==> config.mk <==
export PLATFORM = sky130hd
export DESIGN_NAME = cfg_lock_guard
export DESIGN_NICKNAME = d
export VERILOG_FILES = /design/src/rtl/cfg_lock_pkg.sv /design/src/rtl/lock_bank.sv /design/src/rtl/addr_decode.sv /design/src/rtl/sys_cfg_regs.sv /design/src/rtl/cfg_lock_guard.sv
export SDC_FILE = /design/constraint.sdc
export NUM_CORES = 1
export LEC_CHECK = 0
export ABC_AREA = 1
export BUFFER_PORTS_ARGS = -buffer_cell sky130_fd_sc_hd__buf_2
export CAP_MARGIN = 20
export CORE_MARGIN = 8
export CORE_UTILIZATION = 39
export CTS_CLUSTER_SIZE = 8
export DETAILED_ROUTE_END_ITERATION = 16
export GPL_TIMING_DRIVEN = 1
export PLACE_DENSITY = 0.74
export SETUP_SLACK_MARGIN = 0.2
export SYNTH_ARGS = -nofsm -noshare
export SYNTH_HDL_FRONTEND = slang
export SYNTH_SLANG_ARGS = --single-unit
==> constraint.sdc <==
create_clock -name clk -period 0.9 [get_ports clk]
set_input_delay 0.18 -clock clk [delete_from_list [all_inputs] [get_ports clk]]
set_output_delay 0.18 -clock clk [all_outputs]
set_load 0.1 [all_outputs]
==> src/rtl/cfg_lock_pkg.sv <==
package cfg_lock_pkg;
    localparam logic [7:0] UNLOCK_KEY = 8'hCE;
    localparam int NUM_GRP = 3;
    typedef enum logic [1:0] {GRP_CHIP = 2'd0, GRP_NET = 2'd1, GRP_PHY = 2'd2} grp_e;
endpackage

==> src/rtl/lock_bank.sv <==
module lock_bank
    import cfg_lock_pkg::*;
(
    input  logic               clk,
    input  logic               rst_n,
    input  logic [NUM_GRP-1:0] lock_wr,
    input  logic [7:0]         wdata,
    output logic [NUM_GRP-1:0] locked
);
    typedef struct packed {
        logic [NUM_GRP-1:0] lk;
    } lock_st_t;

    lock_st_t st_d, st_q;

    always_comb begin
        st_d = st_q;
        for (int g = 0; g < NUM_GRP; g++) begin
            if (lock_wr[g]) st_d.lk[g] = (wdata != UNLOCK_KEY);
        end
    end

    always_ff @(posedge clk or negedge rst_n) begin
        if (!rst_n) st_q <= '{lk: '1};
        else        st_q <= st_d;
    end

    assign locked = st_q.lk;

    for (genvar g = 0; g < NUM_GRP; g++) begin : g_chk

        key_opens_chk: assert property (@(posedge clk) disable iff (!rst_n)
            (lock_wr[g] && wdata == UNLOCK_KEY) |=> !locked[g]);

        other_closes_chk: assert property (@(posedge clk) disable iff (!rst_n)
            (lock_wr[g] && wdata != UNLOCK_KEY) |=> locked[g]);
    end
endmodule

==> src/rtl/addr_decode.sv <==
module addr_decode #(
    parameter int ADDR_W    = 8,
    parameter int STAT_ADDR = 'h00,
    parameter int CFG0_ADDR = 'h04,
    parameter int CFG1_ADDR = 'h05,
    parameter int PHY_BASE  = 'h10,
    parameter int PHY_N     = 2,
    parameter int NET_BASE  = 'h20,
    parameter int NET_SPAN  = 'h20,
    parameter int LOCK_BASE = 'hF0,
    parameter int NUM_GRP   = 3
) (
    input  logic [ADDR_W-1:0]  addr,
    output logic               sel_stat,
    output logic               sel_cfg0,
    output logic               sel_cfg1,
    output logic               sel_net,
    output logic [PHY_N-1:0]   sel_phy,
    output logic [NUM_GRP-1:0] sel_lock
);
    localparam int NET_END = NET_BASE + NET_SPAN;
    int a;

    always_comb begin
        a        = int'(addr);
        sel_stat = (a == STAT_ADDR);
        sel_cfg0 = (a == CFG0_ADDR);
        sel_cfg1 = (a == CFG1_ADDR);
        sel_net  = (a >= NET_BASE) && (a < NET_END);
    end

    for (genvar i = 0; i < PHY_N; i++) begin : g_phy
        assign sel_phy[i] = (int'(addr) == PHY_BASE + i);
    end

    for (genvar g = 0; g < NUM_GRP; g++) begin : g_lock
        assign sel_lock[g] = (int'(addr) == LOCK_BASE + g);
    end
endmodule

==> src/rtl/sys_cfg_regs.sv <==
module sys_cfg_regs (
    input  logic       clk,
    input  logic       rst_n,
    input  logic       wr_cfg0,
    input  logic       wr_cfg1,
    input  logic [7:0] wdata,
    output logic [7:0] cfg0_rd,
    output logic [7:0] cfg1_rd,
    output logic       soft_rst
);
    typedef struct packed {
        logic rst_flag;
        logic pulse;
        logic ien;
        logic csel;
    } cfg_st_t;

    cfg_st_t st_d, st_q;

    always_comb begin
        st_d          = st_q;
        st_d.rst_flag = wr_cfg0 && wdata[7];
        st_d.pulse    = wr_cfg0 && wdata[7];
        if (wr_cfg1) begin
            st_d.ien  = wdata[7];
            st_d.csel = wdata[0];
        end
    end

    always_ff @(posedge clk or negedge rst_n) begin
        if (!rst_n) st_q <= '{rst_flag: 1'b1, pulse: 1'b0, ien: 1'b1, csel: 1'b0};
        else        st_q <= st_d;
    end

    assign cfg0_rd  = {st_q.rst_flag, 7'b0};
    assign cfg1_rd  = {st_q.ien, 6'b0, st_q.csel};
    assign soft_rst = st_q.pulse;


    rst_pulse_chk: assert property (@(posedge clk) disable iff (!rst_n)
        (wr_cfg0 && wdata[7]) |=> soft_rst);

    cfg1_hold_chk: assert property (@(posedge clk) disable iff (!rst_n)
        !wr_cfg1 |=> $stable(cfg1_rd));
endmodule

==> src/rtl/cfg_lock_guard.sv <==
module cfg_lock_guard
    import cfg_lock_pkg::*;
#(
    parameter int ADDR_W    = 8,
    parameter int STAT_ADDR = 'h00,
    parameter int CFG0_ADDR = 'h04,
    parameter int CFG1_ADDR = 'h05,
    parameter int PHY_BASE  = 'h10,
    parameter int PHY_N     = 2,
    parameter int NET_BASE  = 'h20,
    parameter int NET_SPAN  = 'h20,
    parameter int LOCK_BASE = 'hF0
) (
    input  logic              clk,
    input  logic              rst_n,
    input  logic              host_spi,
    input  logic              bus_wr,
    input  logic [ADDR_W-1:0] bus_addr,
    input  logic [7:0]        bus_wdata,
    output logic [7:0]        bus_rdata,
    output logic              net_we,
    output logic [PHY_N-1:0]  phy_we,
    output logic              soft_rst,
    output logic              irq_en,
    output logic              clk_sel
);
    logic               sel_stat, sel_cfg0, sel_cfg1, sel_net;
    logic [PHY_N-1:0]   sel_phy;
    logic [NUM_GRP-1:0] sel_lock, locked;
    logic [7:0]         cfg0_rd, cfg1_rd, status;
    logic               chip_open;

    addr_decode #(
        .ADDR_W(ADDR_W), .STAT_ADDR(STAT_ADDR), .CFG0_ADDR(CFG0_ADDR),
        .CFG1_ADDR(CFG1_ADDR), .PHY_BASE(PHY_BASE), .PHY_N(PHY_N),
        .NET_BASE(NET_BASE), .NET_SPAN(NET_SPAN), .LOCK_BASE(LOCK_BASE),
        .NUM_GRP(NUM_GRP)
    ) u_dec (
        .addr(bus_addr), .sel_stat(sel_stat), .sel_cfg0(sel_cfg0),
        .sel_cfg1(sel_cfg1), .sel_net(sel_net), .sel_phy(sel_phy),
        .sel_lock(sel_lock)
    );

    lock_bank u_locks (
        .clk(clk), .rst_n(rst_n),
        .lock_wr(sel_lock & {NUM_GRP{bus_wr}}),
        .wdata(bus_wdata), .locked(locked)
    );

    assign chip_open = !locked[GRP_CHIP];

    sys_cfg_regs u_cfg (
        .clk(clk), .rst_n(rst_n),
        .wr_cfg0(bus_wr && sel_cfg0 && chip_open),
        .wr_cfg1(bus_wr && sel_cfg1 && chip_open),
        .wdata(bus_wdata), .cfg0_rd(cfg0_rd), .cfg1_rd(cfg1_rd),
        .soft_rst(soft_rst)
    );

    assign net_we  = bus_wr && sel_net && !locked[GRP_NET];
    assign phy_we  = sel_phy & {PHY_N{bus_wr && !locked[GRP_PHY]}};
    assign irq_en  = cfg1_rd[7];
    assign clk_sel = cfg1_rd[0];
    assign status  = {locked[GRP_CHIP], locked[GRP_NET], locked[GRP_PHY],
                      3'b000, !host_spi, host_spi};

    always_comb begin
        bus_rdata = 8'h00;
        if (sel_stat)      bus_rdata = status;
        else if (sel_cfg0) bus_rdata = cfg0_rd;
        else if (sel_cfg1) bus_rdata = cfg1_rd;
    end


    net_we_needs_wr_chk: assert property (@(posedge clk) disable iff (!rst_n)
        !bus_wr |-> !net_we);

    phy_we_single_chk: assert property (@(posedge clk) disable iff (!rst_n)
        $onehot0(phy_we));

    soft_rst_single_chk: assert property (@(posedge clk) disable iff (!rst_n)
        (soft_rst && !bus_wr) |=> !soft_rst);
endmodule

==> After elaboration in Yosys (flattened, before gate mapping) <==
Cells that the tools add are included.
{ "classes": {"order_cmp": 2, "n_eq_ne": 8, "mux": 3, "bitwise_logic": 2, "n_reduce_logical": 14} }
{ "ops": {"columns": ["operator", "count"], "rows": [
  ["$eq A8 B5 Y1 const B", 3],
  ["$mux W8", 3],
  ["$eq A8 B4 Y1 const B", 2],
  ["$eq A8 B6 Y1 const B", 2],
  ["$logic_and A1 B1 Y1", 9],
  ["$ge A8 B6 Y1 const B", 1],
  ["$logic_not A8 Y1", 1],
  ["$lt A8 B7 Y1 const B", 1],
  ["$ne A8 B8 Y1 const B", 1],
  ["$logic_not A1 Y1", 4],
  ["$and A3 B3 Y3", 1],
  ["$and A2 B2 Y2", 1]
]} }
{ "totals": {"regBits": 7, "word_cells": 36} }

==> Depth between registers and ports, before layout <==
Gate-level depths: netlist of the first run.
{ "logic_depth": {"ltp_word": 4, "ltp_mapped": 6, "depth_no_buf": 6} }

==> Modules after synthesis <==
Synthesis of the first run repeated with hierarchy kept, for this count alone.
{ "unflattened": {"hier_cells": 127, "area_unflattened_um2": 759.5} }
{ "modules_own_cells": {"columns": ["module", "instances", "cells_per_inst", "area_each_um2", "seq_area_each_um2"], "rows": [
  ["cfg_lock_guard", 1, 49, 242.7, 0.0],
  ["sys_cfg_regs", 1, 27, 237.7, 102.6],
  ["lock_bank", 1, 25, 161.4, 78.8],
  ["addr_decode", 1, 26, 117.6, 0.0]
]} }

==> Worst setup path before layout of the first run <==
Ideal clock, no wire load.
{ "synth_timing": {"path_kind": "register to output", "from": "reg u_locks.st_q, in the netlist u_locks.locked[2]", "to": "out phy_we[0]", "arrival_time_ns": 1.866, "required_ns": 0.720, "path_slack_ns": -1.146, "stages_incl_launch_ff": 4, "path_buffers": 0, "cell_sequence": "dfstp_2 > nor3_1 > nand3_1 > nor2_1"} }
{ "synth_via": {"elab_chain_len": 3} }
{ "synth_rtl": {"columns": ["item", "line_no", "text"], "rows": [
  ["from (decl)", "lock_bank.sv:14", "lock_st_t st_d, st_q;"],
  ["from (signal assigned)", "lock_bank.sv:24", "if (!rst_n) st_q <= '{lk: '1};"],
  ["from (signal assigned)", "lock_bank.sv:25", "else st_q <= st_d;"],
  ["$logic_not A1 Y1", "cfg_lock_guard.sv:61", "assign phy_we = sel_phy & {PHY_N{bus_wr && !locked[GRP_PHY]}};"],
  ["$logic_and A1 B1 Y1", "cfg_lock_guard.sv:61", null],
  ["$and A2 B2 Y2", "cfg_lock_guard.sv:61", null],
  ["to (decl)", "cfg_lock_guard.sv:22", "output logic [PHY_N-1:0] phy_we,"]
]} }
Every way passes these cells.

==> Final worst setup path of the first run <==
{ "layout_timing": {"from": "reg u_locks.st_q, in the netlist u_locks.locked[2]", "to": "out bus_rdata[5]"} }
{ "layout_via": {"elab_chain_len": 1} }
{ "layout_rtl": {"columns": ["item", "line_no", "text"], "rows": [
  ["$mux W8", "cfg_lock_guard.sv:69", "if (sel_stat) bus_rdata = status;"],
  ["to (decl)", "cfg_lock_guard.sv:20", "output logic [7:0] bus_rdata,"]
]} }
Every way passes these cells.

==> results of run 1 <==
flip-flops by register name, indices dropped and copies added (netlist names):
name / count
u_cfg.cfg0_rd: 1
u_cfg.cfg1_rd: 2
u_cfg.soft_rst: 1
u_locks.locked: 3
cell families (layout without fill, tap and decap cells):
| family | count (synthesis) | count (layout) | share of synthesized area (%) |
|---|---|---|---|
| flip-flops | 7 | 7 | 29.06 |
| other | 1 | 3 | 0.6006 |
| AND/OR/NAND/NOR | 76 | 76 | 56.51 |
| buffers and inverters | 19 | 74 | 13.83 |
worst max-delay path, cell delays in order, from the launching register on:
cell     delay [ps]
dfstp_2         540
buf_6           110
inv_4            30
nor2_4           90
buf_12          180
metal layers:
metal	vias up	GRT usage, %	share of wire [%]
met3	13	2.283	5.0
met2	50	28.21	53
li1	416	-	-
met5	-	0	0
met1	434	14.86	38
met4	0	8.935	4.0
cells in the final DEF (no fill, tap or decap):
master	n
nor3_2	1
clkbuf_1	1
nor2_2	3
buf_4	17
nor2_4	16
nand3_1	7
nand2_8	1
nand3_4	1
conb_1	3
inv_2	3
nand2_1	20
buf_12	11
inv_4	3
nand2_2	7
nor2_1	8
buf_6	10
clkbuf_4	3
buf_2	16
inv_1	9
dfstp_4	1
nand2_4	7
dlygate4sd3_1	1
nand3_2	5
dfstp_2	4
dfrtp_4	2
where the power goes:
group          switching, µW  internal, µW  total (µW)
clock network            110           169         278
registers               18.1           344         363
logic                    298           192         490
total                    426           706        1130
worst paths after layout:
path                            cells after the start           endpoint               from  slack (ps)
max in group asynchronous                           2   u_cfg.cfg0_rd[7]              rst_n         380
worst max register to register                      5   u_cfg.cfg1_rd[0]  u_locks.locked[0]         -60
worst min register to register                      3  u_locks.locked[2]  u_locks.locked[2]         600
min in group asynchronous                           2   u_cfg.cfg1_rd[0]              rst_n         300
worst max-delay path                                4       bus_rdata[5]  u_locks.locked[2]        -500
worst min-delay path                                3   u_cfg.cfg0_rd[7]       bus_wdata[7]         170
per-stage QoR:
step / hold slack [ps] / worst slack (ps)
after CTS: 169.0 / -515.9
after global routing: 177.0 / -541.9
final: 174.2 / -496.3
after detailed placement: 14.96 / -381.3
after floorplan: -115.6 / -453.5
after global placement: 11.02 / -344.5
layout make-up:
class,instances,area share [%]
multi-input combinational,79,40.07
timing repair buffer,55,38.66
sequential,7,13.53
inverter,15,4.482
clock buffer,4,1.845
tap,16,1.406
timing repair:
action / in CTS / in global routing
hold endpoints to repair: 7 / 0
endpoints found under the setup margin: 18 / 18
setup buffers: 0 / 6
pin swaps: 24 / 9
hold buffers: 1 / 0
gates resized for setup: 20 / 22
==> impl_metrics.tcl, run 1 <==
set metrics [dict create \
    io_buffers 30 \
    synth_area_um2 624.3 \
    die_w_um 56.01 \
    die-area_um2 3137 \
    core_area_um2 1506 \
    p_leak_uw 0.0006888 \
    hold_class "in -> reg" \
    drc_errors 0 \
    synth.largest_area_cell "dfstp_2" \
    min_period_over_period_pct 155.1 \
    finalPower_uw 1131 \
    ys_seq_elements 7 \
    slew_viol_final 0 \
    seq_area_um2 192.7 \
    max-cap-violations 0 \
    ir_worst_vdd_v 0.0009035 \
    worstPathRequired_ps 720 \
    synth_edf_count 0 \
    ys_seq_area_share_pct 29.06 \
    setup_violations 14 \
    critical_path_class "reg -> out" \
    rsz0062_at_grt "true" \
    cp-end-kind "primary output" \
    synthCells 103 \
    ant_nets 0 \
    die_h_um 56.01 \
    clockBufferDepth 2 \
    ys_top_cells_by_area "dfstp_2 21%, nand2_1 19%, nor2_1 12%" \
    finalSetupTns_ps -4536 \
    cts_tree "yes" \
    wirelength_mm 3.194 \
    async_flop_share_pct 100.0 \
    grtUsageTotal_pct 15.02 \
    num_vias 913 \
    drt-pass1-iter-count 4 \
    antenna_found_initial 0 \
    power.density_nw_per_um2 794.6 \
    cts.reportedPaths.clkPinSlew_ps 50 \
    start_kind "flip-flop" \
    hpwl_mm 1.879 \
    status "complete, but fails checks" \
    grt_start_max_net_pins 8 \
    synth_ff_type "dfstp_2" \
    synth.most_common_cell "nand2_1" \
    syn_to_final_growth_pct 128.1 \
    final.setup_skew_ps 3.018 \
    violations "negative setup slack" \
    io_pins 34 \
    std_cell_rows 14 \
    placed_cell_area_um2 1202 \
    cp_max_fo 2 \
    htreeDepth 1 \
    synth.top_cell.area_share_pct 21.04 \
    max_freq_ghz 0.7162 \
    vias_per_cell 5.188 \
    fin_cells 176 \
    clkLatencyLatePin_ps 250 \
    cp_data_arrival_time_ps 1220 \
    fin_ws_ps -496.3 \
    numCtsBuffers 3 \
    final_util_pct 94.52 \
    grt_pass1_vias 918 \
    stdcell_area_um2 1424 \
    fin_crit_ps 1396 \
    synth_common_cells "32 x nand2_1, 20 x nor2_1, 13 x nand3_1" \
    nets 181 \
    synth_cell_type_count 13 \
    avgRoutedWirePerCell_um 18.15 \
    start_util_pct 41.45 \
    layout-drive-gt1-share_pct 69.38 \
    grt-ovfl-total 0 \
    drtIter0Drc 32 \
    numClockSinks 7 \
    postSynthAreaPerCell_um2 6.062 \
    cts_root_buf "clkbuf_4" \
    place_inst 165 \
    globalplace.congestion 0.8941 \
    diodes 0 \
    multi_input_area_um2 570.5 \
    ys_warn_count 0 \
    grt_pass1_wl_mm 3.953 \
    finalHoldViolations 0 \
    fillers 45 \
]
Power figures use the tool's default switching activity.
==> run 2: changes to the inputs <==
--- a/config.mk
+++ b/config.mk
@@ -8,13 +8,16 @@
 export ABC_AREA = 1
 export BUFFER_PORTS_ARGS = -buffer_cell sky130_fd_sc_hd__buf_2
 export CAP_MARGIN = 20
+export CORE_ASPECT_RATIO = 1.25
 export CORE_MARGIN = 8
-export CORE_UTILIZATION = 39
+export CORE_UTILIZATION = 41
 export CTS_CLUSTER_SIZE = 8
 export DETAILED_ROUTE_END_ITERATION = 16
 export GPL_TIMING_DRIVEN = 1
 export PLACE_DENSITY = 0.74
 export SETUP_SLACK_MARGIN = 0.2
+export SLEW_MARGIN = 20
 export SYNTH_ARGS = -nofsm -noshare
 export SYNTH_HDL_FRONTEND = slang
+export SYNTH_HIERARCHICAL = 1
 export SYNTH_SLANG_ARGS = --single-unit
==> constraint.sdc (replaced) <==
create_clock -name clk -period 0.9 [get_ports clk]
set_input_delay 0.27 -clock clk [delete_from_list [all_inputs] [get_ports clk]]
set_output_delay 0.27 -clock clk [all_outputs]
set_load 0.1 [all_outputs]
==> run 2 against run 1 <==
The run ends with max-slew violations, negative setup slack left. Die area up 11%. Non-clock buffer count grew 8. Final cell count rose by 19%. Combinational power down 12%. Routed wire length rose by 64%. Count of clock-buffer cells in the layout unchanged. Synthesized area is 22% higher. Critical endpoint is now phy_we[0]. Largest power group unchanged.
==> impl_metrics.tcl, run 2 <==
set metrics [dict create \
    power.density_nw_per_um2 666.2 \
    grt_pass1_vias 1114 \
    start_kind "input pin" \
    cp_data_arrival_time_ps 1440 \
    grt_start_max_net_pins 8 \
    clkLatencyLatePin_ps 270 \
    layout-drive-gt1-share_pct 65.79 \
    synth_area_um2 759.5 \
    layout_commonest_cell "nand2_1" \
    cts_tree "yes" \
    min_period_over_period_pct 190.2 \
    min_from "bus_wdata[0]" \
    globalplace.congestion 0.7647 \
    r2r_start "u_locks/locked[0]" \
    synth.top_cell.area_share_pct 18.29 \
    worstPathRequired_ps 630 \
    final_util_pct 96.53 \
    ys_seq_elements 7 \
    vias_per_cell 5.603 \
    nets 211 \
    async_flop_share_pct 100.0 \
    rsz0062_at_grt "true" \
    synth_common_cells "37 x nand2_1, 17 x nor2_1, 16 x inv_1" \
    final_cell_mix "26 x nand2_1, 20 x buf_4, 14 x buf_2, 14 x buf_6, 13 x conb_1" \
    p_leak_uw 0.0007560 \
    drt-pass1-iter-count 5 \
    drc_errors 0 \
    final.setup_skew_ps 1.365 \
    die-area_um2 3494 \
    critical_path_class "in -> out" \
    max-cap-violations 0 \
    ir_worst_vdd_v 0.0009845 \
    synth.largest_area_cell "nand2_1" \
    cts_root_buf "clkbuf_4" \
    dp_worst_setup_slack_ps -771.7 \
    ys_seq_area_share_pct 23.89 \
    synth_edf_count 0 \
    core_area_um2 1765 \
    violations "max-slew violations, negative setup slack" \
    postSynthAreaPerCell_um2 5.980 \
    std_cell_rows 17 \
    syn_to_final_growth_pct 124.4 \
    io_buffers 30 \
    wirelength_mm 5.228 \
    grt-ovfl-total 0 \
    fin_crit_ps 1712 \
    max_slew_margin_pct -42.11 \
    status "complete, but fails checks" \
    cp_max_fo 3 \
    slew_viol_final 3 \
    avgRoutedWirePerCell_um 25.01 \
    worstMarginPinSlew_ps 2138 \
    ys_top_cells_by_area "nand2_1 18%, dfstp_2 17%, buf_4 13%" \
    synth_cell_type_count 19 \
    grt_pass1_wl_mm 5.271 \
    ys_warn_count 6 \
    clockBufferDepth 2 \
    synth_ff_type "dfstp_2" \
    cts.reportedPaths.clkPinSlew_ps 70 \
    htreeDepth 1 \
    ant_nets 0 \
    synthCells 127 \
    max_freq_ghz 0.5841 \
    crit_start "bus_addr[6]" \
    grtUsageTotal_pct 19.87 \
    antenna_found_initial 0 \
    setup_violations 18 \
    synth.most_common_cell "nand2_1" \
    drtIter0Drc 71 \
    cp-end-kind "primary output" \
    die_h_um 64.12 \
    hold_class "in -> reg" \
    diodes 0 \
    numCtsBuffers 3 \
    largest_reg_flops 3 \
    numClockSinks 7 \
    fin_ws_ps -812.0 \
    finalHoldViolations 0 \
    start_util_pct 43.02 \
    die_w_um 54.50 \
    hpwl_mm 2.151 \
    num_vias 1171 \
    io_pins 34 \
]
-- run 2: cell types whose count changed after synthesis, sizes merged --
cell	previous run	this run
buf	4	16
nor2	27	19
inv	15	18
nand2	35	37
a21oi	0	10
a21boi	0	1
nor3b	0	2
nor3	1	2
nand4	0	1
-- run 2: kinds of logic after synthesis --
| family | share of synthesized area [%] |
|---|---|
| buffers and inverters | 26.36 |
| flip-flops | 23.89 |
| other | 0.4938 |
| AND/OR/NAND/NOR | 41.68 |
| AO/OA/AOI/OAI | 7.579 |
-- run 2: report_power, final --
group / leakage [µW] / internal (µW) / switching (µW) / total, µW
logic: 0.000664 / 180 / 249 / 429
clock network: 0.0000150 / 172 / 163 / 335
registers: 0.0000765 / 344 / 27.1 / 371
total: 0.000756 / 696 / 439 / 1140
-- run 2: path summary, 6_finish.rpt --
| check | to | slack, ps | cells after the start |
|---|---|---|---|
| min reg2reg | u_locks/locked[2] | 550 | 2 |
| max in group asynchronous | u_cfg/cfg0_rd[7] | 290 | 2 |
| max reg2reg | u_cfg/soft_rst | -230 | 4 |
| min in group asynchronous | u_cfg/cfg1_rd[0] | 360 | 2 |
| max | phy_we[0] | -810 | 7 |
| min | u_cfg/cfg1_rd[0] | 230 | 3 |
-- run 2: layout make-up --
class | count | area (µm²)
tap | 19 | 23.77
multi-input combinational | 98 | 720.7
inverter | 18 | 82.58
sequential | 7 | 192.7
timing repair buffer | 63 | 658.1
clock buffer | 4 | 26.28
fill | 37 | 61.31
-- run 2: per-stage QoR --
step / TNS (ps) / power, µW / hold WS, ps / instance area [µm²] / instances
2_1_floorplan: -6335 / 547.3 / -25.57 / 1013 / 139
3_3_place_gp: -8423 / 664.8 / 99.70 / 1405 / 196
3_5_place_dp: -8856 / 678.2 / 106.4 / 1405 / 196
4_1_cts: -7302 / 1025 / 225.0 / 1610 / 206
5_1_grt: -9672 / 1163 / 249.2 / 1704 / 209
6_report: -9256 / 1135 / 232.5 / 1704 / 209
-- run 2: layer usage --
metal	vias to the layer above	global-route usage (%)	routed length [µm]
met3	42	5.093	409
met5	-	0	0
li1	494	-	-
met4	0	12.35	413
met1	526	17.78	1710
met2	109	36.49	2696
-- run 2: worst max-delay path, stage by stage --
cell and delay [ps]:
buf_6 100, nor2_4 170, buf_4 150, nand3_2 100, nor2_2 150, nor3b_4 280
buf_12 210
-- run 2: repair_timing --
action | 4_1_cts | 5_1_grt
endpoints found under the setup margin | 18 | 18
gates resized for setup | 35 | 21
buffers inserted | 5 | 3
gates cloned | 0 | 0
pin swaps | 16 | 8
endpoints found under the hold margin | 2 | 0
hold buffers | 1 | 0
